==> src/rtl/cidt_pkg.sv <==
`timescale 1ns/1ps
package cidt_pkg;
   typedef enum logic [1:0] {
      LC_MANCH   = 2'd0,
      LC_BIPHASE = 2'd1,
      LC_FSK     = 2'd2,
      LC_PSK     = 2'd3
   } line_code_e;
endpackage

==> src/rtl/cidt_bit_timer.sv <==
`timescale 1ns/1ps
module cidt_bit_timer #(
   parameter int FAST_DIV = 32,
   parameter int SLOW_DIV = 64,
   parameter int ADDR_W   = 7,
   parameter int CNT_W    = $clog2(SLOW_DIV)
) (
   input  logic              clk,
   input  logic              rst_n,
   input  logic              rate_sel,
   output logic [CNT_W-1:0]  phase,
   output logic [ADDR_W-1:0] addr,
   output logic              at_start,
   output logic              at_mid,
   output logic              late_half,
   output logic              bit_end
);
   localparam logic [CNT_W-1:0] FAST_LAST = CNT_W'(FAST_DIV - 1);
   localparam logic [CNT_W-1:0] SLOW_LAST = CNT_W'(SLOW_DIV - 1);
   localparam logic [CNT_W-1:0] FAST_HALF = CNT_W'(FAST_DIV / 2);
   localparam logic [CNT_W-1:0] SLOW_HALF = CNT_W'(SLOW_DIV / 2);

   initial begin
      assert (FAST_DIV >= 4 && FAST_DIV % 2 == 0)
         else $error("FAST_DIV must be even and at least 4");
      assert (SLOW_DIV >= FAST_DIV && SLOW_DIV % 2 == 0)
         else $error("SLOW_DIV must be even and not below FAST_DIV");
   end

   logic [CNT_W-1:0]  cnt_q;
   logic [ADDR_W-1:0] addr_q;
   logic [CNT_W-1:0]  last_sel;
   logic [CNT_W-1:0]  half_sel;

   assign last_sel  = rate_sel ? SLOW_LAST : FAST_LAST;
   assign half_sel  = rate_sel ? SLOW_HALF : FAST_HALF;
   assign bit_end   = (cnt_q >= last_sel);
   assign at_start  = (cnt_q == '0);
   assign at_mid    = (cnt_q == half_sel);
   assign late_half = (cnt_q >= half_sel);
   assign phase     = cnt_q;
   assign addr      = addr_q;

   always_ff @(posedge clk or negedge rst_n) begin
      if (!rst_n) begin
         cnt_q  <= '0;
         addr_q <= '0;
      end else if (bit_end) begin
         cnt_q  <= '0;
         addr_q <= addr_q + 1'b1;
      end else begin
         cnt_q  <= cnt_q + 1'b1;
      end
   end
endmodule

==> src/rtl/cidt_id_rom.sv <==
`timescale 1ns/1ps
module cidt_id_rom #(
   parameter int                     ROWS    = 8,
   parameter int                     COLS    = 16,
   parameter int                     ADDR_W  = $clog2(ROWS * COLS),
   parameter logic [ROWS*COLS-1:0]   CONTENT = '0
) (
   input  logic [ADDR_W-1:0] addr,
   output logic              bit_o
);
   localparam int ROW_W = $clog2(ROWS);
   localparam int COL_W = ADDR_W - ROW_W;

   initial begin
      assert (ROWS >= 2 && (1 << ROW_W) == ROWS)
         else $error("ROWS must be a power of two");
      assert (COL_W >= 1 && (1 << COL_W) == COLS)
         else $error("COLS must be a power of two");
   end

   logic [ROWS-1:0] row_oh;
   logic [COLS-1:0] col_oh;
   logic [COLS-1:0] col_line;

   for (genvar r = 0; r < ROWS; r++) begin : g_row
      assign row_oh[r] = (addr[ROW_W-1:0] == ROW_W'(r));
   end

   for (genvar c = 0; c < COLS; c++) begin : g_col
      assign col_oh[c]   = (addr[ADDR_W-1:ROW_W] == COL_W'(c));
      assign col_line[c] = |(CONTENT[c*ROWS +: ROWS] & row_oh);
   end

   assign bit_o = |(col_line & col_oh);
endmodule

==> src/rtl/cidt_line_encoder.sv <==
`timescale 1ns/1ps
module cidt_line_encoder
   import cidt_pkg::*;
#(
   parameter int FSK_ONE_DIV  = 8,
   parameter int FSK_ZERO_DIV = 10
) (
   input  logic       clk,
   input  logic       rst_n,
   input  line_code_e code,
   input  logic       data_bit,
   input  logic       at_start,
   input  logic       at_mid,
   input  logic       late_half,
   input  logic       bit_end,
   output logic       mod_o
);
   localparam int FSK_MAX = (FSK_ONE_DIV > FSK_ZERO_DIV) ? FSK_ONE_DIV : FSK_ZERO_DIV;
   localparam int FC_W    = $clog2(FSK_MAX);
   localparam logic [FC_W-1:0] ONE_LAST  = FC_W'(FSK_ONE_DIV - 1);
   localparam logic [FC_W-1:0] ZERO_LAST = FC_W'(FSK_ZERO_DIV - 1);
   localparam logic [FC_W-1:0] ONE_HALF  = FC_W'(FSK_ONE_DIV / 2);
   localparam logic [FC_W-1:0] ZERO_HALF = FC_W'(FSK_ZERO_DIV / 2);

   initial begin
      assert (FSK_ONE_DIV >= 2 && FSK_ONE_DIV % 2 == 0)
         else $error("FSK_ONE_DIV must be even and at least 2");
      assert (FSK_ZERO_DIV >= 2 && FSK_ZERO_DIV % 2 == 0)
         else $error("FSK_ZERO_DIV must be even and at least 2");
   end

   // biphase level
   logic bp_q, bp_next;
   assign bp_next = bp_q ^ at_start ^ (at_mid & ~data_bit);

   // FSK subcarrier divider, restarted at each bit start
   logic [FC_W-1:0] fc_q;
   logic [FC_W-1:0] fc_last, fc_half;
   logic            fsk_lvl;
   assign fc_last = data_bit ? ONE_LAST : ZERO_LAST;
   assign fc_half = data_bit ? ONE_HALF : ZERO_HALF;
   assign fsk_lvl = (fc_q < fc_half);

   // PSK: half-rate carrier with accumulated inversion on bit changes
   logic tog_q, prev_q, primed_q, inv_q, inv_now, psk_lvl;
   assign inv_now = inv_q ^ (primed_q & (data_bit ^ prev_q));
   assign psk_lvl = tog_q ^ inv_now;

   logic mod_next, mod_q;
   always_comb begin
      unique case (code)
         LC_MANCH:   mod_next = data_bit ^ late_half;
         LC_BIPHASE: mod_next = bp_next;
         LC_FSK:     mod_next = fsk_lvl;
         LC_PSK:     mod_next = psk_lvl;
         default:    mod_next = 1'b0;
      endcase
   end

   always_ff @(posedge clk or negedge rst_n) begin
      if (!rst_n) begin
         bp_q     <= 1'b0;
         fc_q     <= '0;
         tog_q    <= 1'b0;
         prev_q   <= 1'b0;
         primed_q <= 1'b0;
         inv_q    <= 1'b0;
         mod_q    <= 1'b0;
      end else begin
         bp_q     <= bp_next;
         fc_q     <= (bit_end || fc_q >= fc_last) ? '0 : fc_q + 1'b1;
         tog_q    <= ~tog_q;
         prev_q   <= data_bit;
         primed_q <= 1'b1;
         inv_q    <= inv_now;
         mod_q    <= mod_next;
      end
   end

   assign mod_o = mod_q;
endmodule

==> src/rtl/cyclic_id_tx.sv <==
`timescale 1ns/1ps
module cyclic_id_tx
   import cidt_pkg::*;
#(
   parameter int                          ID_ROWS      = 8,
   parameter int                          ID_COLS      = 16,
   parameter logic [ID_ROWS*ID_COLS-1:0]  ID_PATTERN   = 128'hA5C3_0F96_E17B_4D28_3C5A_9F01_7E6B_D248,
   parameter int                          FAST_DIV     = 32,
   parameter int                          SLOW_DIV     = 64,
   parameter int                          FSK_ONE_DIV  = 8,
   parameter int                          FSK_ZERO_DIV = 10
) (
   input  logic       clk,
   input  logic       rst_n,
   input  logic       rate_sel,
   input  logic [1:0] code_sel,
   output logic       mod_out
);
   localparam int ADDR_W = $clog2(ID_ROWS * ID_COLS);
   localparam int CNT_W  = $clog2(SLOW_DIV);

   logic [CNT_W-1:0]  phase;
   logic [ADDR_W-1:0] addr;
   logic              at_start, at_mid, late_half, bit_end;
   logic              data_bit;
   line_code_e        code_e;

   assign code_e = line_code_e'(code_sel);

   cidt_bit_timer #(
      .FAST_DIV (FAST_DIV),
      .SLOW_DIV (SLOW_DIV),
      .ADDR_W   (ADDR_W),
      .CNT_W    (CNT_W)
   ) u_tmr (
      .clk       (clk),
      .rst_n     (rst_n),
      .rate_sel  (rate_sel),
      .phase     (phase),
      .addr      (addr),
      .at_start  (at_start),
      .at_mid    (at_mid),
      .late_half (late_half),
      .bit_end   (bit_end)
   );

   cidt_id_rom #(
      .ROWS    (ID_ROWS),
      .COLS    (ID_COLS),
      .ADDR_W  (ADDR_W),
      .CONTENT (ID_PATTERN)
   ) u_rom (
      .addr  (addr),
      .bit_o (data_bit)
   );

   cidt_line_encoder #(
      .FSK_ONE_DIV  (FSK_ONE_DIV),
      .FSK_ZERO_DIV (FSK_ZERO_DIV)
   ) u_enc (
      .clk       (clk),
      .rst_n     (rst_n),
      .code      (code_e),
      .data_bit  (data_bit),
      .at_start  (at_start),
      .at_mid    (at_mid),
      .late_half (late_half),
      .bit_end   (bit_end),
      .mod_o     (mod_out)
   );
endmodule

==> config.mk <==
export PLATFORM = sky130hd
export DESIGN_NAME = cyclic_id_tx
export DESIGN_NICKNAME = d
export VERILOG_FILES = /design/src/rtl/cidt_pkg.sv /design/src/rtl/cidt_bit_timer.sv /design/src/rtl/cidt_id_rom.sv /design/src/rtl/cidt_line_encoder.sv /design/src/rtl/cyclic_id_tx.sv
export SDC_FILE = /design/constraint.sdc
export NUM_CORES = 1
export LEC_CHECK = 0
export BUFFER_PORTS_ARGS = -buffer_cell sky130_fd_sc_hd__buf_2
export CAP_MARGIN = 40
export CORE_ASPECT_RATIO = 0.75
export CORE_MARGIN = 2
export CORE_UTILIZATION = 61
export CTS_BUF_LIST = sky130_fd_sc_hd__clkbuf_16
export DETAILED_ROUTE_END_ITERATION = 12
export PLACE_DENSITY = 0.79
export SLEW_MARGIN = 20
export SYNTH_ARGS = -nofsm -noshare
export SYNTH_HDL_FRONTEND = slang
export SYNTH_SLANG_ARGS = --single-unit
==> constraint.sdc <==
create_clock -name clk -period 3.35 [get_ports clk]
set_input_delay 0.335 -clock clk [delete_from_list [all_inputs] [get_ports clk]]
set_output_delay 0.335 -clock clk [all_outputs]
set_load 0.02 [all_outputs]
==> summary.txt, run 1 <==
status -> completed
most frequent cell on the critical path -> inv_1
post-CTS sizing -> 0
I/O pin count -> 6
Primary FF master, synth -> dfrtp_1
Buf/Inv on CP -> 2
Max Freq -> 0.3288 GHz
Synth Area per Inst -> 9.153 um^2
EDFF count, synth -> 0
reg2reg start -> u_tmr.addr[0]$_DFFE_PN0N_
# DRC -> 0
CTS tree -> built
FF+latch area -> 576.8 um^2
fraction of layout cells with a size suffix above 1 -> 11.52%
RSZ-0062 raised after global routing -> false
Final ANT Viol Nets -> 0
routability cong. -> 0.8532
Mapped Cells -> 187
first-pass GRT wire length -> 6.003 mm
die area -> 3250 um^2
Pins Over Slew Limit -> 0
max-cap check violation count -> 0
placeable core area -> 2643 um^2
Pwr Density -> 981.3 nW/um^2
Ant. Diodes -> 0
commonest non-fill, non-tap cells in the layout -> 22 x dfrtp_1, 21 x nor2_1, 14 x ha_1
DR pass1 iterations -> 4
#FFs+latches synth -> 23
min cycle time layout -> 3042 ps
Worst Path Max Fanout -> 8
CTS Hold Bufs -> 0
Seq/Total Area, Yosys -> 33.63%
Ys Warns -> 0
CTS Buffer Depth -> 2
GRT overflow -> 0
hold crit path type -> primary input to async pin
Crit Path Class -> register to register
VDD IR-drop max -> 0.0004857 V
crit path launch type -> register
FP Rows -> 16
worst slew pin tran -> 518.0 ps
Total Routed Length -> 3.419 mm
crit path DAT -> 3220 ps
setup repair bufs after CTS -> 0
vias in the first global route -> 1237
Via density -> 5.859
CTS Buf Count -> 3
routed len/inst -> 15.06 um
CP cell instances -> inv_1 > ha_2 > or4b_1 > o22ai_1 > a32oi_1 > o211a_2 > o31ai_1 > inv_1 > ha_1 > a21oi_1 > nor2b_1 > o21ai_0 > nand2_1 > nor2_1
initial antenna violation count -> 0
Multi-input gate area -> 1056 um^2
Root Buffer -> clkbuf_16
final worst path period share -> 90.79%
Area Growth Syn to Fin -> 8.333%
CTS sink cnt -> 23
share of synthesized registers carrying an async set or reset -> 100.0%
Crit path max-delay family -> compound AO/OA/AOI/OAI gates
Worst-Skew Late Latency -> 250 ps
number of library cell types mapped by synthesis -> 47
Netlist Area Pre-Place -> 1712 um^2
Filler cells -> 193
launch point of the critical path -> u_tmr.addr[0]$_DFFE_PN0N_
P_leak -> 0.8147 nW
slowest CP cell -> dfrtp_2
DRT iter0 DRCs -> 72
critical path required time -> 3520 ps
Die W -> 65.17 um
Chip Height -> 49.88 um
port bufs -> 5
Detailed Place HPWL -> 2.454 mm
Hold Vio Cnt, Final -> 0
Layout Nets -> 215
Overall Power -> 0.001820 W
Slew headroom -> 65.01%
commonest non-fill, non-tap cell in the layout -> dfrtp_1
syn nets -> 210
clock-pin transition on the worst setup and hold timing paths -> 60 ps
Crit path largest cell delay -> 480 ps
worst hold margin -> 50.26 ps
total track usage -> 23.91%
initial core utilization -> 64.77%
setup violators final -> 0
endpoint class of the critical path -> register
largest net degree at the start of global routing -> 24
H-tree levels -> 1
setup_tns -> 0 ps
Clock Skew -> 1.764 ps
DR vias -> 1330
## per-stage QoR
stage	util (%)	cell area (um^2)	worst slack, ps	cells
3_5_place_dp	66.52	1758	294.0	223
2_1_floorplan	-	1712	479.7	187
5_1_grt	70.17	1854	17.05	227
6_report	70.17	1854	308.4	227
4_1_cts	69.55	1838	226.4	227
3_3_place_gp	66.52	1758	383.2	223
## kinds of logic (layout without fill, tap and decap cells)
group | after synthesis | in the layout | share of synthesized area, %
compound gates | 36 | 36 | 15.79
xor+xnor | 15 | 15 | 7.676
flops | 23 | 23 | 33.63
fa+ha+maj | 18 | 18 | 14.04
other cells | 1 | 1 | 0.2191
simple gates | 70 | 70 | 21.27
buf+inv | 21 | 25 | 5.555
mux | 3 | 3 | 1.827
## synthesized netlist by cell type, drive strengths merged, types with 3 or more instances
| library cell | instances | area share [%] |
|---|---|---|
| o21ai | 6 | 1.8 |
| ha | 16 | 12 |
| buf | 4 | 1.8 |
| nor3 | 8 | 2.3 |
| nand2b | 5 | 1.8 |
| nor2 | 21 | 4.6 |
| nor3b | 4 | 1.8 |
| and2 | 3 | 1.1 |
| nand3 | 6 | 1.8 |
| clkbuf | 4 | 0.95 |
| nand2 | 9 | 2.0 |
| a211oi | 4 | 1.8 |
| nor2b | 4 | 1.5 |
| xor2 | 7 | 3.6 |
| inv | 13 | 2.9 |
| xnor2 | 8 | 4.1 |
| dfrtp | 23 | 34 |
| a21oi | 9 | 2.6 |
| a2111oi | 3 | 3.1 |
## cell type report
type	count	share of cell area [%]
timing repair buffer	8	2.564
clock buffer	3	4.049
clock inverter	1	0.2699
multi-input combinational	143	56.95
inverter	13	2.632
sequential	23	31.11
tap	36	2.429
## worst reg2reg max path, cell delays in order (launching register included)
cell	delay [ps]
dfrtp_2	480
inv_1	180
ha_2	280
or4b_1	450
o22ai_1	180
a32oi_1	110
o211a_2	210
o31ai_1	90
inv_1	130
ha_1	290
a21oi_1	130
nor2b_1	60
o21ai_0	130
nand2_1	120
nor2_1	140
## path summary, 6_finish.rpt
path	depth (start not counted)	end	slack (ps)
setup / recovery	14	u_enc.fc_q[1]$_DFF_PN0_	310
max in group asynchronous	1	u_tmr.addr[0]$_DFFE_PN0N_	2920
hold / removal	1	u_enc.fc_q[1]$_DFF_PN0_	50
setup reg to reg	14	u_enc.fc_q[1]$_DFF_PN0_	310
min in group clk	3	u_enc.mod_o$_DFF_PN0_	380
hold reg to reg	1	u_enc.tog_q$_DFF_PN0_	430
## layer usage
metal / global-route usage (%) / up-vias / routed length [um] / share of wire [%]
met5: 0 / - / 0 / 0
met4: 3.125 / 0 / 23 / 0.67
met3: 4.795 / 4 / 131 / 3.8
met2: 35.20 / 31 / 1568 / 46
met1: 37.26 / 629 / 1695 / 50
li1: - / 666 / - / -
## sequential cells by signal, summed over array words and instances, names as in the netlist
signal,flops
u_enc.tog_q,1
u_enc.inv_q,1
u_tmr.phase,6
u_enc.mod_o,1
u_enc.prev_q,1
u_enc.bp_q,1
u_tmr.addr,7
u_enc.fc_q,4
u_enc.primed_q,1
## where the power goes
group / total, W / internal [W] / switching [W] / leakage, nW
Combinational: 0.00105 / 0.000462 / 0.000585 / 0.493
Sequential: 0.000518 / 0.000391 / 0.000128 / 0.281
Clock: 0.000254 / 0.000160 / 0.0000936 / 0.0409
Total: 0.00182 / 0.00101 / 0.000806 / 0.815
No activity file was read; power rests on OpenSTA's default activity.
==> run 2: changes to the inputs <==
--- a/config.mk
+++ b/config.mk
@@ -12,6 +12,7 @@
 export CORE_UTILIZATION = 61
 export CTS_BUF_LIST = sky130_fd_sc_hd__clkbuf_16
 export DETAILED_ROUTE_END_ITERATION = 12
+export GPL_TIMING_DRIVEN = 0
 export PLACE_DENSITY = 0.79
 export SLEW_MARGIN = 20
 export SYNTH_ARGS = -nofsm -noshare
==> run 2 against run 1 <==
Register-to-register slack got worse by 50 ps. Total power rose by 9.0%. Highest routed layer unchanged. Die area did not move. Critical path type unchanged. Global-route usage rose by 3.8 points. Core utilization rose by 3.7 points. Combinational power rose by 16%. Largest power group unchanged. Sequential share of layout area fell by 1.5 points. First-iteration DRC count rose by 99%. Cell count rose by 3.1%. Sequential power fell by 1%. Via count rose by 7.1%. Critical path depth did not move.
==> summary.txt, run 2 (synthesized netlist as in run 1, its figures left out) <==
P_leak -> 0.8374 nW
Pwr Density -> 1016 nW/um^2
CP cell instances -> inv_2 > ha_1 > clkbuf_2 > nor2b_1 > nor3_1 > a2111oi_4 > o31ai_4 > inv_1 > ha_1 > a21oi_1 > nor2b_1 > o21ai_0 > nand2_1 > nor2_1
post-layout util -> 73.91%
Hold Vio Cnt, Final -> 0
GRT overflow -> 0
initial antenna violation count -> 0
placeable core area -> 2643 um^2
H-tree levels -> 1
endpoint class of the critical path -> register
Overall Power -> 0.001984 W
status -> completed
CTS sink cnt -> 23
slowest CP cell -> dfrtp_2
final cell count without fillers -> 234
commonest non-fill, non-tap cells in the layout -> 21 x nor2_1, 21 x dfrtp_1, 12 x inv_1
Final Cell Area -> 1953 um^2
crit path launch type -> register
min cycle time layout -> 3090 ps
max FFs per register -> 7
r2r setup slk -> 260 ps
routability cong. -> 0.9074
setup violators final -> 0
CTS Buffer Depth -> 2
initial core utilization -> 64.77%
Worst R2R Path Depth -> 14
Crit Path Class -> register to register
Root Buffer -> clkbuf_16
Worst-Skew Late Latency -> 250 ps
clock-pin transition on the worst setup and hold timing paths -> 60 ps
VDD IR-drop max -> 0.0004612 V
fraction of layout cells with a size suffix above 1 -> 16.67%
Crit path largest cell delay -> 480 ps
Total Routed Length -> 4.033 mm
crit path DAT -> 3280 ps
worst slew pin tran -> 556.2 ps
Area Growth Syn to Fin -> 14.11%
CTS Hold Bufs -> 0
routed len/inst -> 17.24 um
setup_tns -> 0 ps
Chip Height -> 49.88 um
Via density -> 6.085
DRT iter0 DRCs -> 143
critical path required time -> 3540 ps
max-cap check violation count -> 0
Ant. Diodes -> 0
DR vias -> 1424
FP Rows -> 16
Slew headroom -> 62.92%
placed cell area -> 1782 um^2
I/O pin count -> 6
port bufs -> 5
Die W -> 65.17 um
total track usage -> 27.72%
Detailed Place HPWL -> 2.758 mm
Placed Instances -> 228
# DRC -> 0
Worst Path Max Fanout -> 9
Layout Nets -> 222
Filler cells -> 186
vias in the first global route -> 1432
final worst path period share -> 92.25%
Pins Over Slew Limit -> 0
Clock Skew -> 1.764 ps
die area -> 3250 um^2
DR pass1 iterations -> 4
Final ANT Viol Nets -> 0
reg2reg end -> u_enc.fc_q[2]$_DFF_PN0_
hold crit path type -> primary input to async pin
reg2reg start -> u_tmr.addr[0]$_DFFE_PN0N_
first-pass GRT wire length -> 6.810 mm
CTS Buf Count -> 3
Max Freq -> 0.3236 GHz
CTS tree -> built
largest net degree at the start of global routing -> 24
[run 2: cell types whose count changed in the layout (fill, tap and decap cells not counted), moves of 2 or more]
| cell | before | now |
|---|---|---|
| ha_1 | 14 | 11 |
| nor3_1 | 8 | 6 |
| clkbuf_1 | 0 | 3 |
| nor3_2 | 0 | 2 |
| ha_2 | 2 | 4 |
[run 2: what timing repair did]
item	in CTS	in global routing
endpoints found under the setup margin	4	4
setup buffers	0	2
hold endpoints to repair	0	0
gates resized for setup	2	16
[run 2: cell type report]
cell class | count | area [um^2] | area share (%)
Sequential cell | 23 | 578.1 | 29.60
Clock buffer | 3 | 75.07 | 3.844
Multi-Input combinational cell | 143 | 1115 | 57.08
Clock inverter | 1 | 5.005 | 0.2562
Tap cell | 36 | 45.04 | 2.306
Inverter | 13 | 48.80 | 2.498
Buffer | 8 | 46.29 | 2.370
Timing Repair Buffer | 7 | 40.04 | 2.050
[run 2: worst max-delay path, delay by kind of cell (launching register included)]
family / cells / cell delay, ps
fa+ha+maj: 2 / 460
compound gates: 4 / 860
buf+inv: 3 / 510
simple gates: 5 / 730
flops: 1 / 480
[run 2: worst max-delay path by stage]
stage / startpoint / cells past startpoint / end
floorplan: u_tmr.addr[0]$_DFFE_PN0N_ / 14 / u_enc.fc_q[2]$_DFF_PN0_
global placement: u_tmr.addr[0]$_DFFE_PN0N_ / 13 / u_enc.fc_q[2]$_DFF_PN0_
detailed placement: u_tmr.addr[0]$_DFFE_PN0N_ / 13 / u_enc.fc_q[2]$_DFF_PN0_
CTS: u_tmr.addr[0]$_DFFE_PN0N_ / 14 / u_enc.fc_q[3]$_DFF_PN0_
global route: u_tmr.addr[1]$_DFFE_PN0N_ / 14 / u_enc.fc_q[2]$_DFF_PN0_
finish: u_tmr.addr[0]$_DFFE_PN0N_ / 14 / u_enc.fc_q[2]$_DFF_PN0_
[run 2: per-layer routing]
metal	track usage [%]	routed length (um)	vias up
met5	0	0	-
met4	7.986	71	0
met3	5.936	272	10
met2	45.58	1914	60
met1	36.97	1774	682
li1	-	-	672
[run 2: through the flow]
stage / hold slack, ps / worst slack (ps)
3_3_place_gp: 326.0 / 76.02
4_1_cts: 73.64 / 38.80
6_report: 55.73 / 259.6
2_1_floorplan: 39.41 / 479.7
3_5_place_dp: 335.9 / -141.0
5_1_grt: 92.16 / -7.647
[run 2: power breakdown]
part	switching [W]	internal, W	total [W]
clock	0.0000959	0.000160	0.000256
combinational	0.000695	0.000520	0.00122
sequential	0.000120	0.000392	0.000512
total	0.000911	0.00107	0.00198
==> run 3: changes to the inputs <==
--- a/config.mk
+++ b/config.mk
@@ -9,11 +9,10 @@
 export CAP_MARGIN = 40
 export CORE_ASPECT_RATIO = 0.75
 export CORE_MARGIN = 2
-export CORE_UTILIZATION = 61
+export CORE_UTILIZATION = 25
 export CTS_BUF_LIST = sky130_fd_sc_hd__clkbuf_16
 export DETAILED_ROUTE_END_ITERATION = 12
 export GPL_TIMING_DRIVEN = 0
-export PLACE_DENSITY = 0.79
 export SLEW_MARGIN = 20
 export SYNTH_ARGS = -nofsm -noshare
 export SYNTH_HDL_FRONTEND = slang
==> run 3 against run 2 <==
Critical path depth did not move. Die area grew 130%. Via count down 7.0%. Clock skew is essentially flat. Critical path type unchanged. Largest power group unchanged. Highest routed layer unchanged.
==> summary.txt, run 3 (synthesized netlist as in run 1, its figures left out) <==
status -> completed
critical path required time -> 3540 ps
Crit Path Class -> register to register
CTS Buffer Depth -> 2
placeable core area -> 6734 um^2
Die W -> 99.55 um
crit path launch type -> register
worst slew pin tran -> 563.7 ps
Pins Over Slew Limit -> 0
Detailed Place HPWL -> 2.522 mm
total track usage -> 9.743%
largest net degree at the start of global routing -> 24
WL met1 -> 1.906 mm
max-cap check violation count -> 0
GRT overflow -> 0
CP cell instances -> inv_1 > ha_1 > clkbuf_2 > nor2b_1 > nor3_1 > a2111oi_4 > o31ai_4 > inv_1 > ha_1 > a21oi_1 > nor2b_1 > o21ai_0 > nand2_1 > nor2_1
hold crit path type -> primary input to async pin
commonest non-fill, non-tap cells in the layout -> 22 x dfrtp_1, 21 x nor2_1, 15 x ha_1
DR WL met2 -> 1.470 mm
Final ANT Viol Nets -> 0
routability cong. -> 0.7569
Worst Path Max Fanout -> 9
final worst path period share -> 91.27%
Chip Height -> 75.66 um
CTS Buf Count -> 3
H-tree levels -> 1
FP Rows -> 26
commonest non-fill, non-tap cell in the layout -> dfrtp_1
Final WS setup -> 292.5 ps
clock-pin transition on the worst setup and hold timing paths -> 60 ps
CTS tree -> built
port bufs -> 5
Root Buffer -> clkbuf_16
fraction of layout cells with a size suffix above 1 -> 12.69%
Total Routed Length -> 3.473 mm
crit path DAT -> 3240 ps
Pwr Density -> 956.7 nW/um^2
Max Freq -> 0.3271 GHz
Hold Vio Cnt, Final -> 0
DR pass1 iterations -> 4
Worst-Skew Late Latency -> 260 ps
Slew headroom -> 61.93%
slowest CP cell -> dfrtp_2
Overall Power -> 0.001898 W
CTS Hold Bufs -> 0
Layout Nets -> 221
Clock Skew -> 1.909 ps
routed len/inst -> 12.36 um
Worst R2R Path Depth -> 14
CTS sink cnt -> 23
I/O pin count -> 6
vias in the first global route -> 1241
setup violators final -> 0
VDD IR-drop max -> 0.0005611 V
endpoint class of the critical path -> register
DRT iter0 DRCs -> 49
routed wl met3 -> 68 um
initial core utilization -> 25.42%
Area Growth Syn to Fin -> 15.94%
max FFs per register -> 7
Via density -> 4.715
first-pass GRT wire length -> 5.940 mm
die area -> 7532 um^2
Ant. Diodes -> 0
P_leak -> 0.8385 nW
DR vias -> 1325
Setup Slack @ Placement -> -90.78 ps
min cycle time layout -> 3057 ps
Top Layer Used -> met4
Crit path largest cell delay -> 480 ps
final cell count without fillers -> 281
Placed Instances -> 276
# DRC -> 0
initial antenna violation count -> 0
run 3: cell count changes in the layout (fill, tap and decap cells not counted), sizes merged:
| cell | previous run | this run |
|---|---|---|
| buf | 11 | 10 |
run 3: where the power goes:
group / internal, W / switching (W) / total [W]
clock network: 0.000161 / 0.000100 / 0.000261
registers: 0.000391 / 0.000120 / 0.000511
logic: 0.000504 / 0.000623 / 0.00113
total: 0.00105 / 0.000843 / 0.00190
run 3: final timing paths:
| check | start | endpoint | slack (ps) |
|---|---|---|---|
| max in group asynchronous | rst_n | u_tmr.addr[0]$_DFFE_PN0N_ | 2910 |
| setup reg to reg | u_tmr.addr[0]$_DFFE_PN0N_ | u_enc.fc_q[2]$_DFF_PN0_ | 290 |
| setup / recovery | u_tmr.addr[0]$_DFFE_PN0N_ | u_enc.fc_q[2]$_DFF_PN0_ | 290 |
| min in group clk | code_sel[1] | u_enc.mod_o$_DFF_PN0_ | 360 |
| hold / removal | rst_n | u_tmr.phase[1]$_DFF_PN0_ | 50 |
| hold reg to reg | u_enc.tog_q$_DFF_PN0_ | u_enc.tog_q$_DFF_PN0_ | 440 |
run 3: metal layers:
layer | GRT usage (%) | vias up
li1 | - | 674
met1 | 14.52 | 635
met2 | 14.56 | 12
met3 | 1.927 | 4
met4 | 2.283 | 0
met5 | 0 | -
run 3: what timing repair did:
| item | CTS | global route |
|---|---|---|
| setup buffers | 0 | 1 |
| gates resized for setup | 2 | 8 |
| endpoints found under the setup margin | 4 | 4 |
run 3: layout make-up:
type / instances / area (um^2)
tap: 84 / 105.1
multi-input combinational: 143 / 1095
clock buffer: 3 / 75.07
inverter: 13 / 48.80
clock inverter: 1 / 5.005
fill: 704 / 4750
buffer: 8 / 46.29
sequential: 23 / 576.8
timing repair buffer: 6 / 32.53
run 3: worst max-delay path: cells and delay by family, from the launching register on:
kind	cells	cell delay, ps
simple gates	5	710
fa+ha+maj	2	480
flops	1	480
buf+inv	3	560
compound gates	4	770
run 3: stage by stage:
stage	utilization (%)	setup TNS [ps]	instance area, um^2	hold slack [ps]
3_5_place_dp	27.35	-260.2	1842	348.8
5_1_grt	29.47	-68.38	1984	98.33
4_1_cts	28.69	0	1932	71.64
6_report	29.47	0	1984	54.03
3_3_place_gp	27.35	0	1842	343.0
2_1_floorplan	-	0	1712	39.41
